### config.mk
export PLATFORM = sky130hd
export DESIGN_NAME = extirq_ctrl
export DESIGN_NICKNAME = d
export VERILOG_FILES = /design/src/rtl/extirq_pkg.sv /design/src/rtl/extirq_ctl.sv /design/src/rtl/extirq_dp.sv /design/src/rtl/extirq_ctrl.sv
export SDC_FILE = /design/constraint.sdc
export NUM_CORES = 1
export LEC_CHECK = 0
export BUFFER_PORTS_ARGS = -buffer_cell sky130_fd_sc_hd__buf_2
export CAP_MARGIN = 40
export CELL_PAD_IN_SITES_DETAIL_PLACEMENT = 0
export CELL_PAD_IN_SITES_GLOBAL_PLACEMENT = 1
export CORE_ASPECT_RATIO = 1.1
export CORE_MARGIN = 5
export CORE_UTILIZATION = 40
export DETAILED_ROUTE_END_ITERATION = 6
export PLACE_DENSITY = 0.83
export SLEW_MARGIN = 30
export SYNTH_ARGS = -nofsm -noshare
export SYNTH_HDL_FRONTEND = slang
export SYNTH_HIERARCHICAL = 1
export SYNTH_SLANG_ARGS = --single-unit
### constraint.sdc
create_clock -name clk -period 2 [get_ports clk]
set_input_delay 0.3 -clock clk [delete_from_list [all_inputs] [get_ports clk]]
set_output_delay 0.3 -clock clk [all_outputs]
set_load 0.05 [all_outputs]
### src/rtl/extirq_pkg.sv
package extirq_pkg;
  localparam int REG_W    = 8;
  localparam int BIT_EDGE = 7;
  localparam int BIT_PIN  = 6;
  localparam int BIT_DLY  = 5;
  localparam logic [REG_W-1:0] REG_RESET = 8'h60;

  // strobes and settings handed from control to datapath
  typedef struct packed {
    logic edgeMode;  // current edge-select setting
    logic pinOn;     // current pin-enable setting
    logic clrPend;   // configuration write drops pending edge
    logic ackPend;   // acknowledge from core
    logic startDly;  // load settling counter
    logic wakeNow;   // resume without delay
  } strobe_t;
endpackage

### src/rtl/extirq_ctl.sv
module extirq_ctl
  import extirq_pkg::*;
#(
  parameter int ADDR_W = 4,
  parameter logic [ADDR_W-1:0] CTRL_OFFSET = 4'hE
) (
  input  logic              clk,
  input  logic              rstN,
  input  logic              specialMode,
  input  logic [ADDR_W-1:0] busAddr,
  input  logic              busWr,
  input  logic [REG_W-1:0]  busWrData,
  input  logic              irqAck,
  input  logic              stopExitReq,
  output logic [REG_W-1:0]  regQ,
  output logic [REG_W-1:0]  busRdData,
  output strobe_t           stb
);
  logic edgeQ, pinQ, dlyQ;
  logic edgeSeenQ, dlySeenQ;
  logic wrHit, edgeOk, dlyOk;
  logic edgeD, pinD, dlyD;

  assign wrHit  = busWr && (busAddr == CTRL_OFFSET);
  // edge select: once in normal mode, skip-first in special mode
  assign edgeOk = specialMode ? edgeSeenQ : !edgeSeenQ;
  assign dlyOk  = specialMode || !dlySeenQ;

  always_comb begin
    edgeD = (wrHit && edgeOk) ? busWrData[BIT_EDGE] : edgeQ;
    pinD  = wrHit ? busWrData[BIT_PIN] : pinQ;
    dlyD  = (wrHit && dlyOk) ? busWrData[BIT_DLY] : dlyQ;
  end

  always_ff @(posedge clk or negedge rstN) begin
    if (!rstN) begin
      edgeQ     <= REG_RESET[BIT_EDGE];
      pinQ      <= REG_RESET[BIT_PIN];
      dlyQ      <= REG_RESET[BIT_DLY];
      edgeSeenQ <= 1'b0;
      dlySeenQ  <= 1'b0;
    end else begin
      edgeQ <= edgeD;
      pinQ  <= pinD;
      dlyQ  <= dlyD;
      if (wrHit) begin
        edgeSeenQ <= 1'b1;
        dlySeenQ  <= 1'b1;
      end
    end
  end

  always_comb begin
    regQ           = '0;
    regQ[BIT_EDGE] = edgeQ;
    regQ[BIT_PIN]  = pinQ;
    regQ[BIT_DLY]  = dlyQ;
    busRdData      = (busAddr == CTRL_OFFSET) ? regQ : '0;
  end

  always_comb begin
    stb.edgeMode = edgeQ;
    stb.pinOn    = pinQ;
    stb.clrPend  = wrHit && ((edgeD != edgeQ) || (pinQ && !pinD));
    stb.ackPend  = irqAck;
    stb.startDly = stopExitReq && dlyQ;
    stb.wakeNow  = stopExitReq && !dlyQ;
  end
endmodule

### src/rtl/extirq_dp.sv
module extirq_dp
  import extirq_pkg::*;
#(
  parameter int SYNC_STAGES = 2,
  parameter int DLY_W       = 12
) (
  input  logic    clk,
  input  logic    rstN,
  input  logic    irqPinN,
  input  strobe_t stb,
  output logic    irqReq,
  output logic    wakeDone
);
  localparam logic [DLY_W-1:0] DLY_LOAD = {DLY_W{1'b1}};

  logic [SYNC_STAGES-1:0] syncQ;
  logic prevQ, pendQ, pinNow, fallSeen;
  logic busyQ;
  logic [DLY_W-1:0] cntQ;

  // pin resynchronizer, idle level high
  always_ff @(posedge clk or negedge rstN) begin
    if (!rstN) begin
      syncQ <= '1;
      prevQ <= 1'b1;
    end else begin
      syncQ <= {syncQ[SYNC_STAGES-2:0], irqPinN};
      prevQ <= syncQ[SYNC_STAGES-1];
    end
  end

  assign pinNow   = syncQ[SYNC_STAGES-1];
  assign fallSeen = prevQ && !pinNow;

  always_ff @(posedge clk or negedge rstN) begin
    if (!rstN)
      pendQ <= 1'b0;
    else if (stb.clrPend)
      pendQ <= 1'b0;
    else if (fallSeen && stb.pinOn && stb.edgeMode)
      pendQ <= 1'b1;
    else if (stb.ackPend)
      pendQ <= 1'b0;
  end

  assign irqReq = stb.pinOn && (stb.edgeMode ? pendQ : !pinNow);

  // stop-exit settling counter
  always_ff @(posedge clk or negedge rstN) begin
    if (!rstN) begin
      busyQ <= 1'b0;
      cntQ  <= '0;
    end else if (stb.startDly) begin
      busyQ <= 1'b1;
      cntQ  <= DLY_LOAD;
    end else if (busyQ) begin
      if (cntQ == '0) busyQ <= 1'b0;
      else            cntQ  <= cntQ - 1'b1;
    end
  end

  assign wakeDone = stb.wakeNow || (busyQ && (cntQ == '0));
endmodule

### src/rtl/extirq_ctrl.sv
module extirq_ctrl
  import extirq_pkg::*;
#(
  parameter int ADDR_W      = 4,
  parameter logic [ADDR_W-1:0] CTRL_OFFSET = 4'hE,
  parameter int SYNC_STAGES = 2,
  parameter int DLY_W       = 12
) (
  input  logic              clk,
  input  logic              rstN,
  input  logic              specialMode,
  input  logic [ADDR_W-1:0] busAddr,
  input  logic              busWr,
  input  logic [7:0]        busWrData,
  output logic [7:0]        busRdData,
  input  logic              irqPinN,
  input  logic              irqAck,
  input  logic              stopExitReq,
  output logic              wakeDone,
  output logic              irqReq
);
  strobe_t stb;
  logic [REG_W-1:0] regQ;

  extirq_ctl #(.ADDR_W(ADDR_W), .CTRL_OFFSET(CTRL_OFFSET)) u_ctl (
    .clk(clk), .rstN(rstN), .specialMode(specialMode),
    .busAddr(busAddr), .busWr(busWr), .busWrData(busWrData),
    .irqAck(irqAck), .stopExitReq(stopExitReq),
    .regQ(regQ), .busRdData(busRdData), .stb(stb)
  );

  extirq_dp #(.SYNC_STAGES(SYNC_STAGES), .DLY_W(DLY_W)) u_dp (
    .clk(clk), .rstN(rstN), .irqPinN(irqPinN), .stb(stb),
    .irqReq(irqReq), .wakeDone(wakeDone)
  );
endmodule

Word-level counts from Yosys, hierarchy flattened

Index checks and enable logic that the tools add are counted.

Flip-flop bits (word level): 21
Input bits: 19
Output and inout bits: 10
Word-level logic and storage cells: 50

$add $sub $neg: 1
Equal/unequal tests: 3
Multiplexer cells: 14
Reductions and logical operators: 23

Operators by type and width:

| operator              | number |
|---|---|
| $mux 12               | 3 |
| $logic_and 1x1->1     | 12 |
| $logic_not 12->1      | 1 |
| $sub 12x1->12 const B | 1 |
| $mux 1                | 10 |
| $mux 8                | 1 |
| $eq 4x4->1 const B    | 1 |
| $logic_not 1->1       | 4 |
| $logic_or 1x1->1      | 3 |
| $reduce_bool 3->1     | 1 |
| $ne 2x2->1 const B    | 1 |
| $reduce_and 2->1      | 1 |
| $reduce_bool 2->1     | 1 |
| $ne 1x1->1            | 1 |

Logic depth before layout (Yosys ltp)

Gate-level depths: netlist (run 1).

Depth after elaboration: 8
Depth in mapped cells: 6
Mapped depth without buffers: 6

By module

Netlist (run 1), hierarchy kept.

Modules (own cells, without submodules):

| module     | instances | cells each | area an instance (µm²) | seq. area each (µm²) |
|---|---|---|---|---|
| extirq_dp  | 1         | 83         | 859.6                  | 429.2 |
| extirq_ctl | 1         | 40         | 370.4                  | 102.6 |

Worst setup path after synthesis (run 1)

OpenSTA, ideal clock, no wires.

Path kind: register -> output
Start: register u_dp.cntQ[0]
End: output port wakeDone
Data arrival time: 1.636 ns
Required time: 1.700 ns
Slack: 0.064 ns
Stages on the path, launching flop included: 6
Buffers on the path: 0
Cell sequence: dfrtp_1 inv_1 ha_1 or3b_1 nor3_2 a21o_1

Longest elaborated chain between the ends: 3

Ends and longest elaborated chain:

| element                | RTL line          | RTL |
|---|---|---|
| from (decl)            | extirq_dp.sv:19   | `logic [DLY_W-1:0] cntQ;` |
| from (signal assigned) | extirq_dp.sv:58   | `else cntQ <= cntQ - 1'b1;` |
| $logic_not 12->1       | extirq_dp.sv:62   | `assign wakeDone = stb.wakeNow \|\| (busyQ && (cntQ == '0));` |
| $logic_and 1x1->1      | extirq_dp.sv:62   |  |
| $logic_or 1x1->1       | extirq_dp.sv:62   |  |
| to (decl)              | extirq_ctrl.sv:19 | `output logic wakeDone,` |

No other way between the ends.

Worst setup path in the final report (run 1)

Start: register u_dp.cntQ[1]
End: output port wakeDone

The elaborated chain is that of the path after synthesis.

==> results of run 1 <==
-- repair_timing --
action	4_1_cts	5_1_grt
hold buffers	1	0
setup endpoints to repair	1	2
gates resized for setup	8	2
hold endpoints to repair	16	0
setup buffers	3	2
pin swaps	3	1
cloned	0	0
-- critical path, delay by kind of cell, from the launching register on --
family                   cells  cell delay [ns]
AND/OR/NAND/NOR              2             0.59
flip-flops                   1             0.41
buffers and inverters        2             0.23
AO/OA/AOI/OAI                1             0.15
adder cells (fa/ha/maj)      1             0.13
-- sequential cells by signal, indices dropped and copies added (netlist names) --
signal           count
u_dp/prevQ           1
u_ctl/pinQ           1
u_dp/pendQ           1
u_ctl/edgeQ          1
u_dp/syncQ           2
u_dp/busyQ           1
u_ctl/edgeSeenQ      1
u_dp/cntQ           12
u_ctl/dlyQ           1
-- power by group --
part	switching, mW	internal (mW)	leakage, nW
Sequential	0.0735	0.506	0.212
Combinational	0.203	0.187	0.337
Clock	0.121	0.0775	0.0150
-- worst paths after layout --
check / slack (ns) / to
max in group asynchronous: 1.16 / u_dp/syncQ[1]
min in group asynchronous: 0.49 / u_dp/cntQ[0]
min: 0.1 / u_dp/syncQ[0]
max: -0.12 / wakeDone
max reg2reg: 0.23 / u_dp/cntQ[5]
min reg2reg: 0.36 / u_dp/syncQ[1]
-- per-stage QoR --
stage / hold slack (ns) / power [mW] / cell area, sq um
2_1_floorplan: 0.00441 / 0.812 / 1180
5_1_grt: 0.0634 / 1.25 / 1390
3_3_place_gp: 0.276 / 0.872 / 1280
4_1_cts: 0.0877 / 1.15 / 1370
6_report: 0.0973 / 1.17 / 1390
3_5_place_dp: 0.279 / 0.895 / 1280
-- layout make-up --
class	instances	area, sq um
Clock buffer	4	26.3
Tap cell	33	41.3
Timing Repair Buffer	28	174
Sequential cell	21	532
Fill cell	265	1390
Multi-Input combinational cell	84	602
Inverter	4	15.0
-- routing by layer --
layer	up-vias	share of wire (%)	GRT usage, %
li1	449	-	-
met1	448	41	15.1
met2	24	52	22.9
met3	2	6.6	2.52
met4	0	0.84	5.31
met5	-	0	0
==> metrics.md, run 1 <==
| Metric | Value |
|---|---|
| Die width | `61.6 um` |
| Area Overhead vs Synth | `18.8%` |
| Worst-skew pair later-pin latency | `~0.30 ns` |
| Most frequent cells in the layout | `17 x buf_2, 16 x dfrtp_1, 9 x buf_4` |
| Final hold vios | `0` |
| ANT cells | `0` |
| Syn Inst Count | `115` |
| Netlist Area Pre-Place | `~0.0012 sq mm` |
| Layout cells sized above 1 | `between 30 and 40%` |
| Tot GR Track Use | `between 10% and 20%` |
| DRC | `0` |
| Largest net degree at the start of global routing | `22` |
| WL final | `approximately 2500 um` |
| Die H | `roughly 67 um` |
| Vias/cell | `approximately 5.3` |
| Slew Viols, Final | `0` |
| Final core occ | `50.0%` |
| DR iter-0 viols | `21` |
| TritonCTS clock tree | `done` |
| Fin worst setup slack | `-0.116 ns` |
| F_max | `473 MHz` |
| CP arrival | `approximately 1.8 ns` |
| Final min period | `about 2.1 ns` |
| Max_cap viols | `0` |
| First-pass GRT wire length | `about 4000 um` |
| R2r worst-path depth | `7` |
| Dpl hpwl | `1700 um` |
| Run status | `finished with violations` |
| Worst reg2reg startpoint | `u_dp/cntQ[1]` |
| Hold_sp | `irqPinN` |
| Crit path max fanout | `2` |
| Wire length per cell | `14.3 um` |
| Gpl congestion | `between 0.8 and 0.9` |
| Worst path slowest cell | `dfrtp_1` |
| DP Worst Slack | `roughly 0.085 ns` |
| Number of cell rows | `20` |
| WS Path Type | `flop to output port` |
| Setup Total Neg Slack | `-0.116 ns` |
| CP Launch Type | `flop` |
| Required @ worst endpoint | `1.70 ns` |
| Worst hold path type | `input port to flop` |
| Yosys warning count | `6` |
| Dpl cells | `~160` |
| Post-Layout Cell Count | `between 150 and 200` |
| Vias in the first global route | `around 940` |
| Io pins | `29` |
| RSZ-0062 raised after global routing | `true` |
| CTS sink cnt | `21` |
| Pwr dens | `between 800 and 900 mW/mm^2` |
| Initial DRT Pass Iterations | `4` |
| Critical path endpoint category | `output port` |
| Initial antenna violation count | `0` |
| Period utilization | `106%` |
| Reg clk slew, reported paths | `0.12 ns` |
| Nets | `around 160` |
| Num CTS Buffers | `3` |
| Critical path, cell by cell | `inv_2 -> ha_4 -> or3b_4 -> nor3_4 -> a21o_1 -> buf_6` |
| Remaining Overflow, GRT | `0` |
| Via Count | `923` |
| Clock Path Buffers | `2` |
| Failing checks | `setup timing` |
| Final setup fails | `1` |
| Initial core utilization | `around 42%` |
| Clock root cell | `clkbuf_4` |
| Leak Pwr | `around 0.56 nW` |
| Crit path from | `u_dp/cntQ[1]` |
| Setup Skew | `0.0104 ns` |
| VDD IR max | `0.000560 V` |
| Number of buffers added on ports | `18` |
| Syn Area/Cell | `a little over 10 sq um` |
| Routed Antenna Nets | `0` |
| H-tree depth | `1` |
| Die area | `0.00411 sq mm` |
| Worst Hold Depth | `1` |
| Commonest non-fill, non-tap cell in the layout | `buf_2` |
| Critical Path Max Stage Delay | `roughly 0.41 ns` |
| Core area | `0.00278 sq mm` |
(Power assumes the default switching activity.)
==> run 2: changes to the inputs <==
--- a/config.mk
+++ b/config.mk
@@ -11,11 +11,10 @@
 export CELL_PAD_IN_SITES_GLOBAL_PLACEMENT = 1
 export CORE_ASPECT_RATIO = 1.1
 export CORE_MARGIN = 5
-export CORE_UTILIZATION = 40
+export CORE_UTILIZATION = 39
 export DETAILED_ROUTE_END_ITERATION = 6
-export PLACE_DENSITY = 0.83
+export PLACE_DENSITY = 0.82
 export SLEW_MARGIN = 30
 export SYNTH_ARGS = -nofsm -noshare
 export SYNTH_HDL_FRONTEND = slang
-export SYNTH_HIERARCHICAL = 1
 export SYNTH_SLANG_ARGS = --single-unit
==> metrics.md, run 2 <==
| Metric | Value |
|---|---|
| #FFs+latches synth | `21` |
| Most frequent cells in the layout | `17 x buf_2, 16 x dfrtp_1, 14 x buf_4 (was 17 x buf_2, 16 x dfrtp_1, 9 x buf_4)` |
| Crit path max fanout | `2 (unchanged)` |
| Remaining Overflow, GRT | `0 (unchanged)` |
| CTS sink cnt | `21 (unchanged)` |
| Leak Pwr | `0.674 nW (was 0.563 nW)` |
| Num CTS Buffers | `3 (unchanged)` |
| Most frequent cell after synthesis | `dfrtp_1` |
| Slew Viols, Final | `0 (unchanged)` |
| Run status | `finished with violations (unchanged)` |
| Yosys warning count | `0 (was 6)` |
| Main area contributors after synthesis | `dfrtp_1 35%, dfstp_2 11%, nand2_1 3.9%` |
| Via Count | `1,002 (was 923)` |
| Final core occ | `54.1% (was 50.0%)` |
| Commonest cells in the netlist | `16 x dfrtp_1, 12 x nand2_1, 7 x nand3_1` |
| Clock Path Buffers | `2 (unchanged)` |
| Syn Inst Count | `116 (was 115)` |
| Number of cell rows | `20 (unchanged)` |
| Final hold vios | `0 (unchanged)` |
| VDD IR max | `0.000468 V (was 0.000560 V)` |
| Final setup fails | `7 (was 1)` |
| Dpl cells | `175 (was 164)` |
| Pwr dens | `815 mW/mm^2 (was 840 mW/mm^2)` |
| Number of buffers added on ports | `18 (unchanged)` |
| Tot GR Track Use | `12.7% (was 13.1%)` |
| Layout filler cell count | `254 (was 265)` |
| Failing checks | `setup timing (unchanged)` |
| Worst-skew pair later-pin latency | `0.31 ns (was 0.30 ns)` |
| Area of the multi-input gates | `662 sq um (was 602 sq um)` |
| TritonCTS clock tree | `done (unchanged)` |
| Reg clk slew, reported paths | `0.12 ns (about the same)` |
| Layout cells sized above 1 | `39.7% (was 36.2%)` |
| Core area | `0.00280 sq mm (was 0.00278 sq mm)` |
| RSZ-0062 raised after global routing | `true (unchanged)` |
| WS Path Type | `flop to output port (unchanged)` |
| Vias/cell | `5.45 (was 5.30)` |
| Largest register FFs | `12 (unchanged)` |
| Wire length per cell | `14.0 um (was 14.3 um)` |
| Die area | `0.00414 sq mm (was 0.00411 sq mm)` |
| Synth top area share | `34.8%` |
| Vias in the first global route | `922 (was 942)` |
| Overall Power | `1.24 mW (was 1.17 mW)` |
| Top_reg_cell synth | `dfrtp_1` |
| Worst reg2reg startpoint | `u_dp.cntQ[0] (was u_dp/cntQ[1])` |
| Initial DRT Pass Iterations | `6 (was 4)` |
| Largest Register | `u_dp.cntQ (was u_dp/cntQ)` |
| F_max | `459 MHz (was 473 MHz)` |
| Post-synth EDFFs | `0` |
| Required @ worst endpoint | `1.70 ns (about the same)` |
| Clock root cell | `clkbuf_4 (unchanged)` |
| Initial antenna violation count | `0 (unchanged)` |
| Largest net degree at the start of global routing | `22 (unchanged)` |
| Syn Area/Cell | `9.92 sq um (was 10.2 sq um)` |
| Worst path slowest cell | `or4b_4 (was dfrtp_1)` |
| Dpl hpwl | `1810 um (was 1700 um)` |
| CP arrival | `1.88 ns (was 1.82 ns)` |
| Gpl congestion | `0.790 (was 0.813)` |
| Critical Path Max Stage Delay | `0.49 ns (was 0.41 ns)` |
| Crit path from | `u_dp.cntQ[0] (was u_dp/cntQ[1])` |
| ANT cells | `0 (unchanged)` |
| DRC | `0 (unchanged)` |
| Setup Skew | `0.00737 ns (was 0.0104 ns)` |
| WL final | `2570 um (was 2490 um)` |
| Period utilization | `109% (was 106%)` |
| Hold_sp | `irqPinN (unchanged)` |
| Post-Layout Cell Count | `184 (was 174)` |
| Nets | `174 (was 164)` |
| Post-synthesis cell type count | `38` |
| Routed Antenna Nets | `0 (unchanged)` |
| DR iter-0 viols | `20 (was 21)` |
| Ys async rst share | `100%` |
| Initial core utilization | `41.1% (was 42.1%)` |
| Critical path endpoint category | `output port (unchanged)` |
| First-pass GRT wire length | `3880 um (was 4010 um)` |
| Critical path, cell by cell | `inv_2 -> ha_4 -> or4b_4 -> nor3_4 -> nand2_2 -> o21ai_4 -> buf_6 (was inv_2 -> ha_4 -> or3b_4 -> nor3_4 -> a21o_1 -> buf_6)` |
| Seq/Total Area, Yosys | `between 40 and 50%` |
| Area Overhead vs Synth | `31.6% (was 18.8%)` |
| Io pins | `29 (unchanged)` |
| Die H | `67.0 um (was 66.7 um)` |
| Reg area | `532 sq um (unchanged)` |
| Fin worst setup slack | `-0.179 ns (was -0.116 ns)` |
| Commonest non-fill, non-tap cell in the layout | `buf_2 (unchanged)` |
| Worst hold path type | `input port to flop (unchanged)` |
| Die width | `61.8 um (was 61.6 um)` |
| Cell family with most CP delay | `simple AND/OR/NAND/NOR gates (unchanged)` |
| CP Launch Type | `flop (unchanged)` |
| Netlist Area Pre-Place | `0.00115 sq mm (was 0.00117 sq mm)` |
| Max_cap viols | `0 (unchanged)` |
| Top Registers | `u_dp.cntQ (12), u_dp.syncQ (2) (was u_dp/cntQ (12), u_dp/syncQ (2))` |
| DP Worst Slack | `-0.113 ns (was 0.0850 ns)` |
| Post-synth top area cell | `dfrtp_1` |
| CP bufs+invs | `2 (unchanged)` |
| Final min period | `2.18 ns (was 2.12 ns)` |
| H-tree depth | `1 (unchanged)` |
==> run 2: worst paths after layout <==
kind	cells after the start	slack [ns]	endpoint
max	7	-0.18	wakeDone
min in group asynchronous	2	0.46	u_dp.pendQ
max reg2reg	9	-0.06	u_dp.cntQ[5]
max in group asynchronous	2	1.19	u_ctl.dlyQ
min	1	0.07	u_dp.syncQ[0]
min reg2reg	0	0.36	u_dp.syncQ[1]
==> run 2: cell type report <==
cell class	instances	share of cell area, %
timing repair buffer	35	15.4
sequential	21	35.1
clock inverter	1	0.330
inverter	5	1.24
clock buffer	3	1.49
multi-input combinational	86	43.7
tap	33	2.73
==> run 2: through the flow <==
step / area, sq um / hold WS (ns) / setup TNS (ns)
CTS: 1430 / 0.0562 / -0.518
finish: 1520 / 0.0683 / -0.432
floorplan: 1180 / 0.00441 / 0
detailed placement: 1350 / 0.286 / -0.678
global route: 1520 / 0.0492 / -1.47
global placement: 1350 / 0.279 / -0.0373
==> run 2: repair_timing <==
item,CTS,global route
hold endpoints to repair,16,0
setup buffers,2,4
setup endpoints to repair,10,11
cloned,0,0
pin swaps,3,7
resized for setup,6,14
hold buffers,1,0
==> run 2: logic make-up (layout without fill, tap and decap cells) <==
kind of cell             after synthesis  after routing  share of synthesized area (%)
multiplexers                           4              4                           3.80
other                                  1              5                          0.326
buffers and inverters                 13             44                           5.98
AO/OA/AOI/OAI                         18             18                           12.1
XOR/XNOR                               2              2                           1.52
adder cells (fa/ha/maj)                3              3                           3.26
flip-flops                            21             21                           46.2
AND/OR/NAND/NOR                       54             54                           26.8
==> run 2: routing by layer <==
metal	vias up	GRT usage [%]	wire length (um)	part of all wire, %
met5	-	0	0	0
met4	0	5.57	42	1.6
met3	6	2.91	170	6.6
met2	35	22.5	1310	51
met1	481	13.9	1050	41
li1	480	-	-	-
==> run 2: where the power goes <==
part / internal (mW) / switching (mW)
sequential: 0.506 / 0.0855
combinational: 0.216 / 0.219
clock: 0.0748 / 0.134
total: 0.797 / 0.439
